[config.mk]
export PLATFORM = sky130hd
export DESIGN_NAME = card_lane_steer
export DESIGN_NICKNAME = d
export VERILOG_FILES = /design/src/rtl/card_steer_pkg.sv /design/src/rtl/steer_access_class.sv /design/src/rtl/steer_bank_decode.sv /design/src/rtl/steer_read_mux.sv /design/src/rtl/card_lane_steer.sv
export SDC_FILE = /design/constraint.sdc
export NUM_CORES = 1
export LEC_CHECK = 0
export ABC_AREA = 1
export BUFFER_PORTS_ARGS = -buffer_cell sky130_fd_sc_hd__buf_4
export CORE_MARGIN = 4
export CORE_UTILIZATION = 25
export CTS_BUF_LIST = sky130_fd_sc_hd__clkbuf_8
export DETAILED_ROUTE_END_ITERATION = 8
export MAX_ROUTING_LAYER = met4
export PLACE_DENSITY = 0.52
export RECOVER_POWER = 50
export SYNTH_ARGS = -nofsm -noshare
export SYNTH_HDL_FRONTEND = slang
export SYNTH_SLANG_ARGS = --single-unit
[constraint.sdc]
create_clock -name clk -period 1.2 [get_ports clk]
set_input_delay 0.24 -clock clk [delete_from_list [all_inputs] [get_ports clk]]
set_output_delay 0.24 -clock clk [all_outputs]
set_load 0.005 [all_outputs]
[src/rtl/card_steer_pkg.sv]
package card_steer_pkg;

    typedef enum logic [2:0] {
        ACC_NONE   = 3'd0,
        ACC_EVEN   = 3'd1,
        ACC_ODD_LO = 3'd2,
        ACC_ODD_HI = 3'd3,
        ACC_WORD   = 3'd4
    } acc_mode_e;

    typedef enum logic [1:0] {
        XFER_IDLE  = 2'd0,
        XFER_READ  = 2'd1,
        XFER_WRITE = 2'd2,
        XFER_CLASH = 2'd3
    } xfer_e;

    typedef enum logic [1:0] {
        LO_SRC_ZERO = 2'd0,
        LO_SRC_EVEN = 2'd1,
        LO_SRC_ODD  = 2'd2,
        LO_SRC_ATTR = 2'd3
    } lo_src_e;

    typedef enum logic {
        HI_SRC_ZERO = 1'b0,
        HI_SRC_ODD  = 1'b1
    } hi_src_e;

    typedef struct packed {
        logic even;
        logic odd;
        logic lo;
        logic hi;
    } lane_use_t;

endpackage

[src/rtl/steer_access_class.sv]
module steer_access_class
    import card_steer_pkg::*;
(
    input  logic      en_lo_n,
    input  logic      en_hi_n,
    input  logic      rd_en_n,
    input  logic      wr_en_n,
    input  logic      a0,
    output acc_mode_e mode,
    output xfer_e     xfer,
    output lane_use_t lanes
);

    always_comb begin
        unique case ({en_hi_n, en_lo_n})
            2'b10:   mode = a0 ? ACC_ODD_LO : ACC_EVEN;
            2'b01:   mode = ACC_ODD_HI;
            2'b00:   mode = ACC_WORD;
            default: mode = ACC_NONE;
        endcase
    end

    always_comb begin
        unique case ({rd_en_n, wr_en_n})
            2'b01:   xfer = XFER_READ;
            2'b10:   xfer = XFER_WRITE;
            2'b00:   xfer = XFER_CLASH;
            default: xfer = XFER_IDLE;
        endcase
    end

    always_comb begin
        lanes.even = (mode == ACC_EVEN) || (mode == ACC_WORD);
        lanes.odd  = (mode == ACC_ODD_LO) || (mode == ACC_ODD_HI) || (mode == ACC_WORD);
        lanes.lo   = (mode == ACC_EVEN) || (mode == ACC_ODD_LO) || (mode == ACC_WORD);
        lanes.hi   = (mode == ACC_ODD_HI) || (mode == ACC_WORD);
    end

endmodule

[src/rtl/steer_bank_decode.sv]
module steer_bank_decode #(
    parameter int PAIRS  = 2,
    parameter int BANK_W = 1
) (
    input  logic [BANK_W-1:0] bank_idx,
    output logic [PAIRS-1:0]  bank_hot
);

    generate
        if (PAIRS == 1) begin : g_single
            logic unused_idx;
            assign unused_idx  = ^bank_idx;
            assign bank_hot    = 1'b1;
        end else begin : g_multi
            for (genvar i = 0; i < PAIRS; i++) begin : g_pair
                assign bank_hot[i] = (bank_idx == BANK_W'(i));
            end
        end
    endgenerate

endmodule

[src/rtl/steer_read_mux.sv]
module steer_read_mux
    import card_steer_pkg::*;
(
    input  lo_src_e     lo_src,
    input  hi_src_e     hi_src,
    input  logic        lo_drive,
    input  logic        hi_drive,
    input  logic [7:0]  even_rdata,
    input  logic [7:0]  odd_rdata,
    input  logic [7:0]  attr_rdata,
    output logic [15:0] host_rdata
);

    logic [7:0] lo_byte;
    logic [7:0] hi_byte;

    always_comb begin
        unique case (lo_src)
            LO_SRC_EVEN: lo_byte = even_rdata;
            LO_SRC_ODD:  lo_byte = odd_rdata;
            LO_SRC_ATTR: lo_byte = attr_rdata;
            default:     lo_byte = 8'h00;
        endcase
        hi_byte = (hi_src == HI_SRC_ODD) ? odd_rdata : 8'h00;
        host_rdata = {hi_drive ? hi_byte : 8'h00, lo_drive ? lo_byte : 8'h00};
    end

endmodule

[src/rtl/card_lane_steer.sv]
module card_lane_steer
    import card_steer_pkg::*;
#(
    parameter int ADDR_W = 18,
    parameter int PAIRS  = 2,
    parameter int BANK_BITS = (PAIRS > 1) ? $clog2(PAIRS) : 0,
    parameter int SEG_AW = ADDR_W - 1 - BANK_BITS
) (
    input  logic              clk,
    input  logic              rst_n,
    input  logic              space_attr_n,
    input  logic              en_lo_n,
    input  logic              en_hi_n,
    input  logic              rd_en_n,
    input  logic              wr_en_n,
    input  logic [ADDR_W-1:0] host_addr,
    input  logic [15:0]       host_wdata,
    output logic [15:0]       host_rdata,
    output logic              host_lo_drive,
    output logic              host_hi_drive,
    output logic [SEG_AW-1:0] seg_addr,
    output logic [PAIRS-1:0]  even_cs,
    output logic [PAIRS-1:0]  odd_cs,
    output logic              seg_oe,
    output logic              even_wr,
    output logic              odd_wr,
    output logic [7:0]        even_wdata,
    output logic [7:0]        odd_wdata,
    input  logic [7:0]        even_rdata,
    input  logic [7:0]        odd_rdata,
    output logic              attr_cs,
    output logic              attr_wr,
    input  logic [7:0]        attr_rdata,
    output logic              access_err
);

    localparam int BANK_W = (BANK_BITS > 0) ? BANK_BITS : 1;

    typedef struct packed {
        logic [PAIRS-1:0]  even_cs;
        logic [PAIRS-1:0]  odd_cs;
        logic              seg_oe;
        logic              even_wr;
        logic              odd_wr;
        logic              attr_cs;
        logic              attr_wr;
        logic              lo_drive;
        logic              hi_drive;
        lo_src_e           lo_src;
        hi_src_e           hi_src;
        logic [SEG_AW-1:0] seg_addr;
        logic [7:0]        even_wdata;
        logic [7:0]        odd_wdata;
        logic              err;
        logic              err_cond_prev;
    } steer_state_t;

    steer_state_t st_d, st_q;

    acc_mode_e        mode;
    xfer_e            xfer;
    lane_use_t        lanes;
    logic [BANK_W-1:0] bank_idx;
    logic [PAIRS-1:0]  bank_hot;
    logic              err_cond;

    steer_access_class u_class (
        .en_lo_n (en_lo_n),
        .en_hi_n (en_hi_n),
        .rd_en_n (rd_en_n),
        .wr_en_n (wr_en_n),
        .a0      (host_addr[0]),
        .mode    (mode),
        .xfer    (xfer),
        .lanes   (lanes)
    );

    generate
        if (BANK_BITS > 0) begin : g_bank_bits
            assign bank_idx = host_addr[ADDR_W-1 -: BANK_BITS];
        end else begin : g_no_bank_bits
            assign bank_idx = '0;
        end
    endgenerate

    steer_bank_decode #(
        .PAIRS  (PAIRS),
        .BANK_W (BANK_W)
    ) u_bank (
        .bank_idx (bank_idx),
        .bank_hot (bank_hot)
    );

    always_comb begin
        st_d            = '0;
        err_cond        = 1'b0;
        st_d.seg_addr   = host_addr[SEG_AW:1];
        st_d.even_wdata = host_wdata[7:0];
        st_d.odd_wdata  = (mode == ACC_ODD_LO) ? host_wdata[7:0] : host_wdata[15:8];

        if (mode != ACC_NONE) begin
            if (xfer == XFER_CLASH) begin
                err_cond = 1'b1;
            end else if (space_attr_n) begin
                st_d.even_cs = lanes.even ? bank_hot : '0;
                st_d.odd_cs  = lanes.odd  ? bank_hot : '0;
                if (xfer == XFER_READ) begin
                    st_d.seg_oe   = 1'b1;
                    st_d.lo_drive = lanes.lo;
                    st_d.hi_drive = lanes.hi;
                    if (mode == ACC_ODD_LO) begin
                        st_d.lo_src = LO_SRC_ODD;
                    end else if (lanes.even) begin
                        st_d.lo_src = LO_SRC_EVEN;
                    end
                    st_d.hi_src = lanes.hi ? HI_SRC_ODD : HI_SRC_ZERO;
                end else if (xfer == XFER_WRITE) begin
                    st_d.even_wr = lanes.even;
                    st_d.odd_wr  = lanes.odd;
                end
            end else begin
                st_d.attr_cs = 1'b1;
                if (xfer == XFER_READ) begin
                    st_d.lo_drive = lanes.lo;
                    st_d.hi_drive = lanes.hi;
                    st_d.lo_src   = lanes.even ? LO_SRC_ATTR : LO_SRC_ZERO;
                    st_d.hi_src   = HI_SRC_ZERO;
                end else if (xfer == XFER_WRITE) begin
                    st_d.attr_wr = lanes.even;
                    err_cond     = lanes.odd;
                end
            end
        end

        st_d.err_cond_prev = err_cond;
        st_d.err           = err_cond && !st_q.err_cond_prev;
    end

    always_ff @(posedge clk or negedge rst_n) begin
        if (!rst_n) begin
            st_q <= '0;
        end else begin
            st_q <= st_d;
        end
    end

    steer_read_mux u_rmux (
        .lo_src     (st_q.lo_src),
        .hi_src     (st_q.hi_src),
        .lo_drive   (st_q.lo_drive),
        .hi_drive   (st_q.hi_drive),
        .even_rdata (even_rdata),
        .odd_rdata  (odd_rdata),
        .attr_rdata (attr_rdata),
        .host_rdata (host_rdata)
    );

    assign host_lo_drive = st_q.lo_drive;
    assign host_hi_drive = st_q.hi_drive;
    assign seg_addr      = st_q.seg_addr;
    assign even_cs       = st_q.even_cs;
    assign odd_cs        = st_q.odd_cs;
    assign seg_oe        = st_q.seg_oe;
    assign even_wr       = st_q.even_wr;
    assign odd_wr        = st_q.odd_wr;
    assign even_wdata    = st_q.even_wdata;
    assign odd_wdata     = st_q.odd_wdata;
    assign attr_cs       = st_q.attr_cs;
    assign attr_wr       = st_q.attr_wr;
    assign access_err    = st_q.err;

endmodule

# --- After elaboration in Yosys (flattened, before gate mapping) ---
# Index checks and enable logic that the tools add are counted.
# Widths: inputs -> output; s select.
classes:
  div: 0
  shifts: 0
  magnitude_cmp: 0
  n_eq_ne: 14
  add_sub_neg: 0
  bitwise: 1
  n_reduce_logical: 11
  n_mul: 0
  muxes: 31
ops:
  columns: ["cell", "count"]
  rows:
  - ["$mux 8", 4]
  - ["$mux 14", 2]
  - ["$pmux 8 s3", 1]
  - ["$mux 2", 8]
  - ["$mux 5", 3]
  - ["$eq 2x2->1 const B", 6]
  - ["$mux 1", 10]
  - ["$pmux 3 s3", 1]
  - ["$eq 2x1->1 const B", 4]
  - ["$mux 7", 1]
  - ["$eq 3x2->1 const B", 2]
  - ["$logic_or 1x1->1", 6]
  - ["$pmux 2 s3", 1]
  - ["$logic_not 2->1", 2]
  - ["$eq 3x1->1 const B", 1]
  - ["$eq 3x3->1 const B", 1]
  - ["$reduce_bool 3->1", 1]
  - ["$logic_and 1x1->1", 1]
  - ["$logic_not 1->1", 1]
  - ["$not 1->1", 1]
totals:
  mem_count: 0
  latchBits: 0
  ramBits: 0
  register_bits: 48
  elab_cells: 73
  rom_bits: 0

# --- Logic depth before layout (Yosys ltp) ---
# Gate-level depths: netlist of run 1.
depth:
  depth_word: 11
  depth_mapped: 6

# --- Hierarchy ---
# From an unflattened synthesis of run 1, not the netlist that was laid out.
hier_totals:
  hier_cells: 243
  area_unflattened_um2: 2283.4
by_module_without_submodules:
  columns: ["module", "instances", "area_per_inst_um2", "cells_each", "seq_area_each_um2"]
  rows:
  - ["card_lane_steer", 1, 1846.8, 156, 1201.2]
  - ["steer_read_mux", 1, 372.9, 72, 0.0]
  - ["steer_access_class", 1, 52.6, 13, 0.0]
  - ["steer_bank_decode", 1, 11.3, 2, 0.0]

# --- Worst setup path after synthesis of run 1 ---
# No wires, ideal clock.
synth_path:
  path_kind: "register -> output"
  start: "register st_q[36] in the netlist's numbering"
  end: "output port host_rdata[0]"
  arrival_ns: 0.814
  slack_ns: 0.146
  stages_incl_launch_ff: 7
  cell_sequence: "dfrtp_1 -> inv_2 -> nor2_4 -> nand2_1 -> nand3_1 -> nand2_1 -> inv_1"
synth_between:
  elab_chain_len: 3
  word_cells_on_any_way: 5
  classes_between: "eq/ne (3); mux (2)"
synth_lines:
  columns: ["item", "line_no", "rtl"]
  rows:
  - ["start, declared", "card_lane_steer.sv:58", "steer_state_t st_d, st_q;"]
  - ["start signal, assigned", "card_lane_steer.sv:143", "st_q <= st_d;"]
  - ["$eq 2x2->1 or $eq 2x1->1 (tied branches)", "steer_read_mux.sv:18", "unique case (lo_src)"]
  - ["$pmux 8 s3 *", "steer_read_mux.sv:18", null]
  - ["$mux 8 *", "steer_read_mux.sv:25", "host_rdata = {hi_drive ? hi_byte : 8'h00, lo_drive ? lo_byte : 8'h00};"]
  - ["end, declared", "card_lane_steer.sv:18", "output logic [15:0] host_rdata,"]
# Every way passes the cells marked *; elsewhere a longest branch is shown, timed or not.

# --- Worst setup path after layout of run 1 ---
layout_path:
  start: "register st_q[36] in the netlist's numbering"
  end: "output port host_rdata[2]"
# Same word-level chain as after synthesis.

==> qor.yml, run 1 <==
status:
  status: "finished, violations left"
  failed_checks: "setup timing"
synth:
  synth_fa_ha_area_share_pct: 0
  synthXorXnorAreaFrac_pct: 0
  yosys.area_share.simple_pct: 22.7
  synth_area_um2: 2060
  synth-compound-area-share_pct: 0.485
  synth.mux.area_fraction_pct: 0
  synth_cell_types: 17
  syn-num-nets: 287
  ys_seq_area_share_pct: 58.2
  syn_inst: 222
  synth.avg_cell_area_um2: 9.30
  synth_top_family_by_area: "simple AND/OR/NAND/NOR gates"
  ys_ff_latch: 48
  ys_warn_count: 0
global_routing:
  antenna_found_initial: 0
  grt_pass1_vias: 1699
  top_usage_layer: "met2"
  grt_max_degree: 49
  use_met3_pct: 3.82
  grt_overflow: 0
  use_met1_pct: 12.5
  grt.total_usage_pct: 11.0
  grt_pass1_wl_mm: 8.29
  globalRouteMet2Util_pct: 17.9
detailed_routing:
  drc: 0
  finalWirelength_mm: 5.31
  vias: 1712
  detail-route-antenna-nets: 0
  drt_iter0_drc: 32
  drtPass1Iterations: 4
  vias_per_cell: 4.04
  routedWlPerCell_um: 12.5
hold_path:
  min_path_type: "input pin to register"
  min_from: "host_wdata[2]"
critical_path:
  critPathLaunchType: "register"
  regToRegSetupSlack_ps: 630
  required_ps: 960
  cp-endpoint: "host_rdata[2]"
  path_common_cell: "nand2_1"
  crit_slowest_cell: "dfrtp_1"
  path_cells: "inv_2, nor2_4, nand2_1, nand3_1, nand2_1, inv_1, buf_4"
  critical_path.top_delay_family: "flip-flops"
  end_kind: "output port"
  rr_endpoint: "access_err$_DFF_PN0_"
  reg2reg_from: "st_q[0]$_DFF_PN0_"
  worstRegToRegCells: 1
  critPathArrivalTime_ps: 1340
  cp_max_fo: 8
  startpoint: "st_q[36]$_DFF_PN0_"
  critPathKind: "register to output port"
  slowest_delay_ps: 420
  crit_buf_inv: 3
  crit_cells: 7
clock_tree:
  cts_tree: "done"
  cts.clk_slew.worst_paths_ps: 90
  htree_levels: 2
  max-clock-path-buffers: 2
  clk_latency_ps: 290
  clockRootBuffer: "clkbuf_8"
  cts.sinks: 48
  cts_buffers: 5
floorplanning:
  die_w_um: 98.9
  row_count: 32
  initial_utilization_pct: 26.2
  die_h_um: 98.9
  num_io_pins: 125
  core_area_um2: 7890
  die_area_um2: 9780
timing:
  min_period_ps: 1580
  maxSlewViolCount: 0
  hold_viol: 0
  fin_ws_ps: -378
  tns_ps: -3410
  relSlewSlack_pct: 58.2
  rsz0062_at_grt: "yes"
  tightest_slew_ps: 627
  worst_clock_skew_ps: 0.262
  setup_viol: 16
  fin_crit_sh_pct: 131
  max_freq_mhz: 634
power:
  p_leak_nw: 1.67
  powerDensity_nw_per_um2: 1060
  irDropWorstVdd_mv: 0.402
place:
  post-place-ws_ps: -91.7
  routabilityCongestion: 0.772
  dp_hpwl_mm: 4.22
  port_buffers: 124
layout:
  multiInputGateArea_um2: 510
  drive_above_1_share_pct: 47.2
  seqCellArea_um2: 1200
  areaGrowthSynthToFinish_pct: 45.7
  final_nets: 386
  fill_cells: 809
  n_antenna_cell: 0
run:
  drv_cap: 0
[stage by stage]
stage               util (%)  power (mW)  hold WS (ps)  area, um^2  instances
floorplan                  -        1.97         -55.6        2060        222
global placement        36.3        2.25           290        2860        413
detailed placement      36.3        2.26           296        2860        413
CTS                     37.8        3.26          33.6        2980        422
global route            38.1        3.39          45.5        3010        424
finish                  38.1        3.19          69.4        3010        424
[synthesized netlist by cell type, drive strengths merged]
master  count  area, um^2
a21oi       2        10.0
buf        38         283
clkinv      1        8.76
dfrtp      48        1200
inv        25        93.8
nand2      60         235
nand3      19        95.1
nand4       1        6.26
nor2       24         110
nor3        3        15.0
nor4        1        6.26
[timing repair]
action | in CTS | in global routing
buffers inserted | 0 | 2
hold buffers | 1 | 0
endpoints found under the hold margin | 48 | 0
pin swaps | 5 | 3
endpoints found under the setup margin | 17 | 17
resized for setup | 5 | 14
gates cloned | 0 | 0
[where the power goes]
| group | switching [mW] | total [mW] | internal (mW) | leakage (nW) |
|---|---|---|---|---|
| Clock | 0.522 | 0.982 | 0.460 | 0.0486 |
| Sequential | 0.0274 | 1.73 | 1.70 | 0.588 |
| Combinational | 0.216 | 0.485 | 0.270 | 1.03 |
| Total | 0.765 | 3.19 | 2.43 | 1.67 |
[kinds of logic after synthesis]
| kind of cell | after synthesis |
|---|---|
| DFF | 48 |
| AOI/OAI and AO/OA | 2 |
| buffers and inverters | 64 |
| and+or+nand+nor | 108 |
[registers in the layout, summed over array words and instances (netlist names), 2 cells and up]
name        flops
even_cs         2
even_wdata      8
odd_cs          2
odd_wdata       8
seg_addr       16
st_q            4
[routing by layer]
metal / vias to the layer above / wire (um)
met5: - / 0
met4: 0 / 106
met3: 9 / 454
met2: 66 / 2730
met1: 804 / 2020
li1: 833 / -
[layout make-up]
type	count	share of cell area, %
clock buffers	6	2.75
clock inverters	2	0.374
inverters	26	3.41
multi-input cells	110	17.0
flip-flops and latches	48	40.0
well taps	102	4.24
repair buffers	130	32.3
[worst min-delay path by stage]
stage                                   end  slack (ps)  depth (start not counted)
detailed placement  even_wdata[3]$_DFF_PN0_         300                          1
CTS                  seg_addr[13]$_DFF_PN0_          30                          1
floorplan              access_err$_DFF_PN0_         -60                          0
global placement     odd_wdata[3]$_DFF_PN0_         290                          1
finish              even_wdata[2]$_DFF_PN0_          70                          1
global route         seg_addr[14]$_DFF_PN0_          50                          1
[placed cells by master (no fill, tap or decap)]
cell           netlist  routed
buf_4               37      96
nand2_1             58      57
dfrtp_1             48      47
clkbuf_4             0      23
inv_1               21      21
nand3_1             19      19
nor2_1              20      12
nor2_2               2       9
clkbuf_8             0       6
clkbuf_1             0       6
inv_2                4       5
buf_6                0       4
nor2_4               2       3
nor3_1               3       3
nand2_4              1       2
a21oi_1              2       2
nand2_2              1       1
nand4_1              1       1
clkinv_4             1       1
nor4_1               1       1
clkinvlp_4           0       1
dlygate4sd3_1        0       1
dfrtp_2              0       1
Power figures use the tool's default switching activity.
==> run 2: changes to the inputs <==
==> constraint.sdc (replaced) <==
create_clock -name clk -period 1.2 [get_ports clk]
set_input_delay 0.06 -clock clk [delete_from_list [all_inputs] [get_ports clk]]
set_output_delay 0.06 -clock clk [all_outputs]
set_load 0.005 [all_outputs]
==> run 2 against run 1 <==
The flow still finishes with violations (setup timing). Critical endpoint is now host_rdata[4]. Die area unchanged. Critical path depth stayed put. Sequential power about the same.
==> qor.yml, run 2 (synthesis gave the netlist of run 1 again) <==
status:
  status: "finished, violations left"  # unchanged
  failed_checks: "setup timing"  # unchanged
floorplanning:
  die_area_um2: 9780  # unchanged
  die_w_um: 98.9  # unchanged
  initial_utilization_pct: 26.2  # unchanged
  core_area_um2: 7890  # unchanged
  row_count: 32  # unchanged
  die_h_um: 98.9  # unchanged
  num_io_pins: 125  # unchanged
timing:
  hold_viol: 0  # unchanged
  setup_viol: 9  # was 16
  tightest_slew_ps: 638  # was 627 ps
  relSlewSlack_pct: 57.5  # was 58.2%
  fin_ws_ps: -182  # was -378 ps
  tns_ps: -1400  # was -3410 ps
  fin_crit_sh_pct: 115  # was 131%
  worst_clock_skew_ps: 0.0660  # was 0.262 ps
  min_period_ps: 1380  # was 1580 ps
  maxSlewViolCount: 0  # unchanged
  max_freq_mhz: 723  # was 634 MHz
  rsz0062_at_grt: "yes"  # unchanged
  holdWs_ps: 11.9  # was 69.4 ps
power:
  seqPwrFrac_pct: 53.7  # was 54.0%
  comb_power_share_pct: 17.5  # was 15.2%
  powerDensity_nw_per_um2: 979  # was 1060 nW/um^2
  power.switching_mw: 0.786  # was 0.765 mW
  p_leak_nw: 1.77  # was 1.67 nW
  clkPwrFrac_pct: 28.8  # was 30.8%
  irDropWorstVdd_mv: 0.417  # was 0.402 mV
  p_int_mw: 2.43  # about the same
  switching_share_pct: 24.4  # was 24.0%
critical_path:
  path_common_cell: "nand2_1"  # unchanged
  end_kind: "output port"  # unchanged
  required_ps: 1140  # was 960 ps
  critPathArrivalTime_ps: 1320  # was 1340 ps
  path_cells: "inv_2, nor2_4, nand2_1, nand3_1, nand2_1, inv_1, buf_4"  # unchanged
  critPathLaunchType: "register"  # unchanged
  slowest_delay_ps: 420  # about the same
  crit_slowest_cell: "dfrtp_1"  # unchanged
  critPathKind: "register to output port"  # unchanged
  cp_max_fo: 8  # unchanged
global_routing:
  grt_pass1_wl_mm: 8.91  # was 8.29 mm
  grt.total_usage_pct: 11.6  # was 11.0%
  grt_max_degree: 49  # unchanged
  grt_pass1_vias: 1873  # was 1699
  antenna_found_initial: 0  # unchanged
  grt_overflow: 0  # unchanged
detailed_routing:
  drc: 0  # unchanged
  vias_per_cell: 3.97  # was 4.04
  detail-route-antenna-nets: 0  # unchanged
  drtPass1Iterations: 4  # unchanged
  vias: 1804  # was 1712
  drt_iter0_drc: 19  # was 32
  routedWlPerCell_um: 12.1  # was 12.5 um
  finalWirelength_mm: 5.51  # was 5.31 mm
clock_tree:
  max-clock-path-buffers: 2  # unchanged
  cts.sinks: 48  # unchanged
  cts_buffers: 5  # unchanged
  cts.clk_slew.worst_paths_ps: 90  # about the same
  cts_tree: "done"  # unchanged
  postCtsSetupBuffers: 0  # unchanged
  clk_latency_ps: 290  # about the same
  clockRootBuffer: "clkbuf_8"  # unchanged
  htree_levels: 2  # unchanged
layout:
  areaGrowthSynthToFinish_pct: 59.3  # was 45.7%
  stdcell_count: 454  # was 424
  multiInputGateArea_um2: 485  # was 510 um^2
  layout_commonest_cell: "buf_4"  # unchanged
  largest_reg_flops: 16  # unchanged
  layout_common_cells: "buf_4, nand2_1, dfrtp_1"  # unchanged
  n_antenna_cell: 0  # unchanged
  seqCellArea_um2: 1200  # about the same
  fill_cells: 801  # was 809
  drive_above_1_share_pct: 40.3  # was 47.2%
  final_nets: 417  # was 386
place:
  port_buffers: 124  # unchanged
  dp_hpwl_mm: 4.24  # was 4.22 mm
  dpl.cell_count: 411  # was 413
  routabilityCongestion: 0.772  # about the same
run:
  drv_cap: 0  # unchanged
hold_path:
  min_path_type: "input pin to register"  # unchanged
run 2: cell count changes in the layout (fill, tap and decap cells not counted), moves of 2 or more:
cell           change
dlygate4sd3_1     +35
nor2_1             +8
nor2_2             -7
buf_6              -3
inv_1              -2
run 2: power by group through the flow:
stage	logic, mW	registers, mW	clock network, mW
finish	0.563	1.73	0.926
global route	0.626	1.74	1.03
CTS	0.585	1.73	0.970
detailed placement	0.488	1.76	0
global placement	0.484	1.76	0
floorplan	0.215	1.75	0
run 2: final timing paths:
kind | startpoint | endpoint | slack, ps | cells after the start
worst max-delay path | st_q[35]$_DFF_PN0_ | host_rdata[4] | -180 | 7
worst min-delay path | host_addr[17] | odd_cs[1]$_DFF_PN0_ | 10 | 3
worst max register to register | st_q[0]$_DFF_PN0_ | access_err$_DFF_PN0_ | 660 | 1
worst min register to register | st_q[0]$_DFF_PN0_ | access_err$_DFF_PN0_ | 400 | 1
max in group asynchronous | rst_n | seg_addr[15]$_DFF_PN0_ | 430 | 2
min in group asynchronous | rst_n | odd_wdata[2]$_DFF_PN0_ | 350 | 2
run 2: critical path: cells and delay by family, from the launching register on:
kind                   cells  cell delay, ps
flip-flops                 1             420
AND/OR/NAND/NOR            4             390
buffers and inverters      3             220
run 2: repair_timing:
action	4_1_cts	5_1_grt
endpoints found under the hold margin	86	0
gates resized for setup	1	5
hold buffers	36	0
cloned	0	0
endpoints found under the setup margin	16	9
pin swaps	0	5
run 2: area by class of cell:
type	count	area share, %
sequential	48	36.5
timing repair buffer	161	39.0
tap	102	3.88
clock buffer	5	2.09
clock inverter	2	0.381
inverter	26	3.31
multi-input combinational	110	14.8
run 2: per-layer routing:
metal	share of wire (%)	track usage, %
met5	0	-
met4	1.1	3.47
met3	7.8	3.47
met2	51	19.7
met1	40	13.2
run 2: metrics by stage:
stage / utilization, % / worst slack (ps) / total power [mW] / area, um^2
3_3_place_gp: 36.1 / 127 / 2.24 / 2850
5_1_grt: 41.7 / -304 / 3.39 / 3290
4_1_cts: 41.7 / -205 / 3.29 / 3290
2_1_floorplan: - / 326 / 1.97 / 2060
3_5_place_dp: 36.1 / 122 / 2.25 / 2850
6_report: 41.7 / -182 / 3.22 / 3290
